==> config.mk <==
export PLATFORM = sky130hd
export DESIGN_NAME = irq_acceptor
export DESIGN_NICKNAME = d
export VERILOG_FILES = /design/src/rtl/irq_acc_pkg.sv /design/src/rtl/irq_prio_enc.sv /design/src/rtl/irq_vec_set.sv /design/src/rtl/irq_acceptor.sv
export SDC_FILE = /design/constraint.sdc
export NUM_CORES = 2
export LEC_CHECK = 0
export BUFFER_PORTS_ARGS = -buffer_cell sky130_fd_sc_hd__buf_2
export CAP_MARGIN = 5
export CORE_MARGIN = 2
export CORE_UTILIZATION = 45
export CTS_CLUSTER_DIAMETER = 80
export DETAILED_ROUTE_END_ITERATION = 8
export GPL_TIMING_DRIVEN = 0
export PLACE_DENSITY = 0.56
export SLEW_MARGIN = 20
export SYNTH_ARGS = -nofsm -noshare
export SYNTH_HDL_FRONTEND = slang
export SYNTH_SLANG_ARGS = --single-unit
==> constraint.sdc <==
create_clock -name clk -period 7.45 [get_ports clk]
set_input_delay 1.1175 -clock clk [delete_from_list [all_inputs] [get_ports clk]]
set_output_delay 1.1175 -clock clk [all_outputs]
set_load 0.005 [all_outputs]
==> src/rtl/irq_acc_pkg.sv <==
package irq_acc_pkg;
    localparam int VEC_W   = 8;
    localparam int CLASS_W = 4;
    localparam int NVEC    = 1 << VEC_W;
    localparam logic [VEC_W-1:0] SPUR_RESET = '1;

    typedef logic [VEC_W-1:0] vec_t;

    typedef struct packed {
        logic valid;
        logic spurious;
        vec_t vec;
    } ack_resp_t;

    typedef struct packed {
        logic pulse;
        vec_t vec;
    } eoi_resp_t;

    function automatic logic [CLASS_W-1:0] class_of(input vec_t v);
        return v[VEC_W-1 -: CLASS_W];
    endfunction
endpackage

==> src/rtl/irq_prio_enc.sv <==
module irq_prio_enc #(
    parameter int N = 256,
    parameter int W = 8
) (
    input  logic [N-1:0] bits,
    output logic         found,
    output logic [W-1:0] idx
);
    always_comb begin
        found = 1'b0;
        idx   = '0;
        for (int i = 0; i < N; i++) begin
            if (bits[i]) begin
                found = 1'b1;
                idx   = W'(i);
            end
        end
    end
endmodule

==> src/rtl/irq_vec_set.sv <==
module irq_vec_set #(
    parameter int N = 256,
    parameter int W = 8
) (
    input  logic         clk,
    input  logic         rst,
    input  logic         set_en,
    input  logic [W-1:0] set_idx,
    input  logic         clr_en,
    input  logic [W-1:0] clr_idx,
    output logic [N-1:0] bits_q
);
    localparam logic [N-1:0] ONE = {{(N-1){1'b0}}, 1'b1};

    logic [N-1:0] set_mask, clr_mask;

    assign set_mask = set_en ? (ONE << set_idx) : '0;
    assign clr_mask = clr_en ? (ONE << clr_idx) : '0;

    always_ff @(posedge clk) begin
        if (rst) bits_q <= '0;
        else     bits_q <= (bits_q & ~clr_mask) | set_mask;
    end
endmodule

==> src/rtl/irq_acceptor.sv <==
module irq_acceptor
    import irq_acc_pkg::*;
(
    input  logic       clk,
    input  logic       rst,
    input  logic       dlv_valid,
    input  logic [7:0] dlv_vector,
    input  logic       cfg_we,
    input  logic       cfg_enable,
    input  logic [7:0] cfg_spurious,
    input  logic       ack,
    input  logic       eoi,
    output logic       irq,
    output logic       ack_valid,
    output logic       ack_spurious,
    output logic [7:0] ack_vec,
    output logic       eoi_pulse,
    output logic [7:0] eoi_vec
);
    logic [NVEC-1:0] pend_q, isr_q;
    logic            p_found, s_found;
    vec_t            p_idx, s_idx;
    logic            enable_q;
    vec_t            spur_q;
    logic            presentable, take, retire;
    ack_resp_t       ack_q;
    eoi_resp_t       eoi_q;

    irq_vec_set #(.N(NVEC), .W(VEC_W)) u_pend (
        .clk(clk), .rst(rst),
        .set_en(dlv_valid), .set_idx(dlv_vector),
        .clr_en(take), .clr_idx(p_idx),
        .bits_q(pend_q)
    );

    irq_vec_set #(.N(NVEC), .W(VEC_W)) u_isr (
        .clk(clk), .rst(rst),
        .set_en(take), .set_idx(p_idx),
        .clr_en(retire), .clr_idx(s_idx),
        .bits_q(isr_q)
    );

    irq_prio_enc #(.N(NVEC), .W(VEC_W)) u_enc_pend (
        .bits(pend_q), .found(p_found), .idx(p_idx)
    );

    irq_prio_enc #(.N(NVEC), .W(VEC_W)) u_enc_isr (
        .bits(isr_q), .found(s_found), .idx(s_idx)
    );

    // Present only when the pending class beats the class being serviced.
    assign presentable = enable_q && p_found &&
                         (!s_found || (class_of(p_idx) > class_of(s_idx)));
    assign take   = ack && presentable;
    assign retire = eoi && s_found;
    assign irq    = presentable;

    always_ff @(posedge clk) begin
        if (rst) begin
            enable_q <= 1'b0;
            spur_q   <= SPUR_RESET;
        end else if (cfg_we) begin
            enable_q <= cfg_enable;
            spur_q   <= cfg_spurious;
        end
    end

    always_ff @(posedge clk) begin
        if (rst) begin
            ack_q <= '0;
            eoi_q <= '0;
        end else begin
            ack_q.valid    <= ack;
            ack_q.spurious <= ack && !presentable;
            ack_q.vec      <= presentable ? p_idx : spur_q;
            eoi_q.pulse    <= retire;
            eoi_q.vec      <= s_idx;
        end
    end

    assign ack_valid    = ack_q.valid;
    assign ack_spurious = ack_q.spurious;
    assign ack_vec      = ack_q.vec;
    assign eoi_pulse    = eoi_q.pulse;
    assign eoi_vec      = eoi_q.vec;
endmodule

==> reports/qor.yml <==
grt_pass1_vias: 28966
num_io_pins: 43
die_y_um: 250.6
p_leak_nw: 10.39
hold-path-endpoint: "spur_q[6]"
hpwlAfterDp_mm: 97.23
areaGrowthSynthToFinish_pct: 12.34
timing.rr.end: "u_pend.bits_q[201]"
netlist_area_um2: 27370
maxCapViolations: 0
drt_iter0_markers: 4017
timing.rr.start: "u_pend.bits_q[252]"
cts_setup_buffers: 0
setup_tns_ns: 0
ff2ff_path_depth: 17
whs_path_depth: 2
ys.warnings.count: 0
grt_max_degree: 16
ir_drop_uv: 199.3
die_area_um2: 62810
rows: 90
synth_nets: 3612
cp.arrival_ns: 6.06
synth-seq-area-share_pct: 39.50
rsz0062_at_grt: "false"
antenna_found_initial: 9
min_period_over_period_pct: 96.39
vias_per_cell: 6.847
clockBufferDepth: 3
ys_seq_elements: 540
cts_buffers: 61
drc: 0
initial_core_util_pct: 45.43
endpoint_kind: "primary output"
cts.sinks: 540
port_buffers: 40
power_density_nw_per_um2: 227.4
synth_edf_count: 0
min_period_ns: 7.181
synth_area_per_cell_um2: 7.634
hp-class: "flop to flop"
crit_fanout: 10
htreeDepth: 2
worstHoldStart: "spur_q[6]"
vias: 30940
cts-root-buf: "clkbuf_16"
netlist_instances: 3585
dp.cells: 4408
ys_types: 84
rrSetupSlack_ns: 0.84
routabilityCongestion: 1.020
hold_ws_ns: 0.4756
start_kind: "flop"
startpoint: "u_pend.bits_q[252]"
final_nets: 3716
finalHoldViolCount: 0
grt.overflow.total: 0
slew_violations: 0
finalSetupViolations: 0
synth_ff_type: "dfxtp_1"
die_x_um: 250.6
async_flop_share_pct: 0
core_um2: 60250
fmax_ghz: 0.1393
maxSlewHeadroom_pct: 18.20
crit_type: "flop to primary output"
layout-drive-gt1-share_pct: 5.835
routedWlPerCell_um: 28.90
worstPathRequired_ns: 6.33
finClkSkew_ns: 0.02796
outcome: "finished clean"
clk_pin_slew_ns: 0.06
grt_use_total_pct: 40.33
hold_buffers: 0
drt-pass1-iter-count: 6
tightestPinTransition_ns: 1.227
tritoncts: "built"
wl_mm: 130.6
grt_pass1_wl_mm: 189.9
clkLatencyLatePin_ns: 0.66
postRouteAntennaNets: 0
fin_cells: 4519
layout make-up:
class                      count  area (um2)
buffer                       206       779.5
tap                          782       978.4
timing repair buffer          41       207.7
clock inverter                19       265.3
clock buffer                  91        1842
fill                        5957       29500
inverter                     107       405.4
antenna                        1       2.502
sequential                   540       10810
multi-input combinational   2732       15450
stage by stage:
| stage | util, % | area (um2) | worst slack, ns | total power, mW |
|---|---|---|---|---|
| detailed placement | 47.50 | 28620 | 0.7247 | 3.773 |
| floorplan | - | 27370 | 2.621 | 3.331 |
| CTS | 51.00 | 30720 | 0.01842 | 6.938 |
| global route | 51.03 | 30740 | 0.06160 | 7.100 |
| finish | 51.03 | 30750 | 0.2688 | 6.992 |
| global placement | 47.39 | 28550 | 0.7447 | 3.768 |
worst max path at each step:
stage           to  slack [ns]  depth (start not counted)
3_3_place_gp   irq        0.74                         15
2_1_floorplan  irq        2.62                         15
6_report       irq        0.27                         14
3_5_place_dp   irq        0.72                         15
4_1_cts        irq        0.02                         15
5_1_grt        irq        0.06                         17
cells in the final DEF, fill, tap and decap left out, drive strengths merged, types with 13 or more instances in the layout:
cell / count
nand2: 390
nand2b: 47
nor3: 90
a2111oi: 18
nor4: 182
a211oi: 31
o32ai: 13
o31a: 18
o31ai: 47
or2: 37
nor2b: 38
a21oi: 363
clkbuf: 288
inv: 106
nand3: 64
or4: 55
o21bai: 19
o311ai: 18
buf: 50
dfxtp: 540
or3: 35
nor2: 243
o21ai: 527
mux2i: 13
o2111ai: 17
nor3b: 15
nand4: 57
o211ai: 249
flip-flops by register name, summed over array words and instances (netlist names):
name	cells
ack_spurious	1
ack_valid	1
ack_vec	8
u_isr.bits_q	256
spur_q	8
eoi_pulse	1
u_pend.bits_q	256
enable_q	1
eoi_vec	8
cells by family (layout without fill, tap and decap cells):
| group | Yosys count | in the layout | synth area share [%] |
|---|---|---|---|
| mux | 13 | 13 | 0.4754 |
| simple gates | 1288 | 1288 | 23.74 |
| compound gates | 1427 | 1427 | 31.80 |
| buf+inv | 313 | 464 | 4.302 |
| fa+ha+maj | 4 | 4 | 0.1829 |
| other cells | 0 | 1 | 0 |
| flops | 540 | 540 | 39.50 |
where the power goes:
group          switching, mW  internal (mW)  total (mW)
sequential            0.0107           2.90        2.91
clock                   1.33           1.90        3.23
combinational          0.717          0.132       0.850
total                   2.06           4.94        6.99
per-layer routing:
layer	GRT usage (%)	vias up	share of wire [%]
li1	-	13728	-
met4	26.48	10	7.3
met5	0	-	0.047
met1	49.43	14792	38
met2	64.10	1938	44
met3	8.500	472	9.8
critical path, stage by stage (launching register included):
cell        delay, ns
dfxtp_1          0.36
or4_1            0.62
or4_1            0.70
nor3_1           0.62
a21oi_4          0.26
clkinvlp_4       0.29
clkbuf_1         0.70
ha_1             0.29
nor2b_1          0.05
o21a_1           0.17
o21a_1           0.17
o21ai_0          0.34
a21oi_1          0.27
clkbuf_2         0.35
buf_2            0.22
what timing repair did:
item / 4_1_cts / 5_1_grt
endpoints found under the setup margin: 0 / 1
hold endpoints to repair: 0 / 0
resized for setup: 0 / 5
cells in the mapped netlist, types with 8 or more instances:
| cell | instances | area (um2) |
|---|---|---|
| dfxtp_1 | 540 | 10810 |
| o21ai_0 | 487 | 2437 |
| nand2_1 | 390 | 1464 |
| a21oi_1 | 362 | 1812 |
| o211ai_1 | 249 | 1869 |
| nor2_1 | 238 | 893.4 |
| clkbuf_1 | 196 | 735.7 |
| nor4_1 | 179 | 1120 |
| inv_1 | 103 | 386.6 |
| nor3_1 | 88 | 440.4 |
| nand3_1 | 62 | 310.3 |
| nand4_1 | 57 | 356.6 |
| or4_1 | 54 | 405.4 |
| nand2b_1 | 47 | 294.0 |
| o31ai_1 | 47 | 352.8 |
| o21ai_1 | 40 | 200.2 |
| nor2b_1 | 38 | 237.7 |
| or3_1 | 35 | 219.0 |
| a211oi_1 | 31 | 232.7 |
| or2_2 | 31 | 193.9 |
| o21bai_1 | 19 | 142.6 |
| a2111oi_0 | 18 | 157.7 |
| o31a_1 | 18 | 157.7 |
| o2111ai_1 | 17 | 148.9 |
| o311ai_0 | 17 | 148.9 |
| nor3b_1 | 15 | 112.6 |
| mux2i_1 | 13 | 130.1 |
| o32ai_1 | 13 | 113.9 |
| a31oi_1 | 11 | 68.82 |
| o21a_1 | 11 | 82.58 |
| o41ai_1 | 11 | 96.34 |
| a211o_1 | 9 | 78.83 |
| a21o_1 | 9 | 67.56 |
| and4_1 | 9 | 78.83 |
| buf_1 | 8 | 30.03 |
Note: power is estimated with default switching activity, not from simulation.
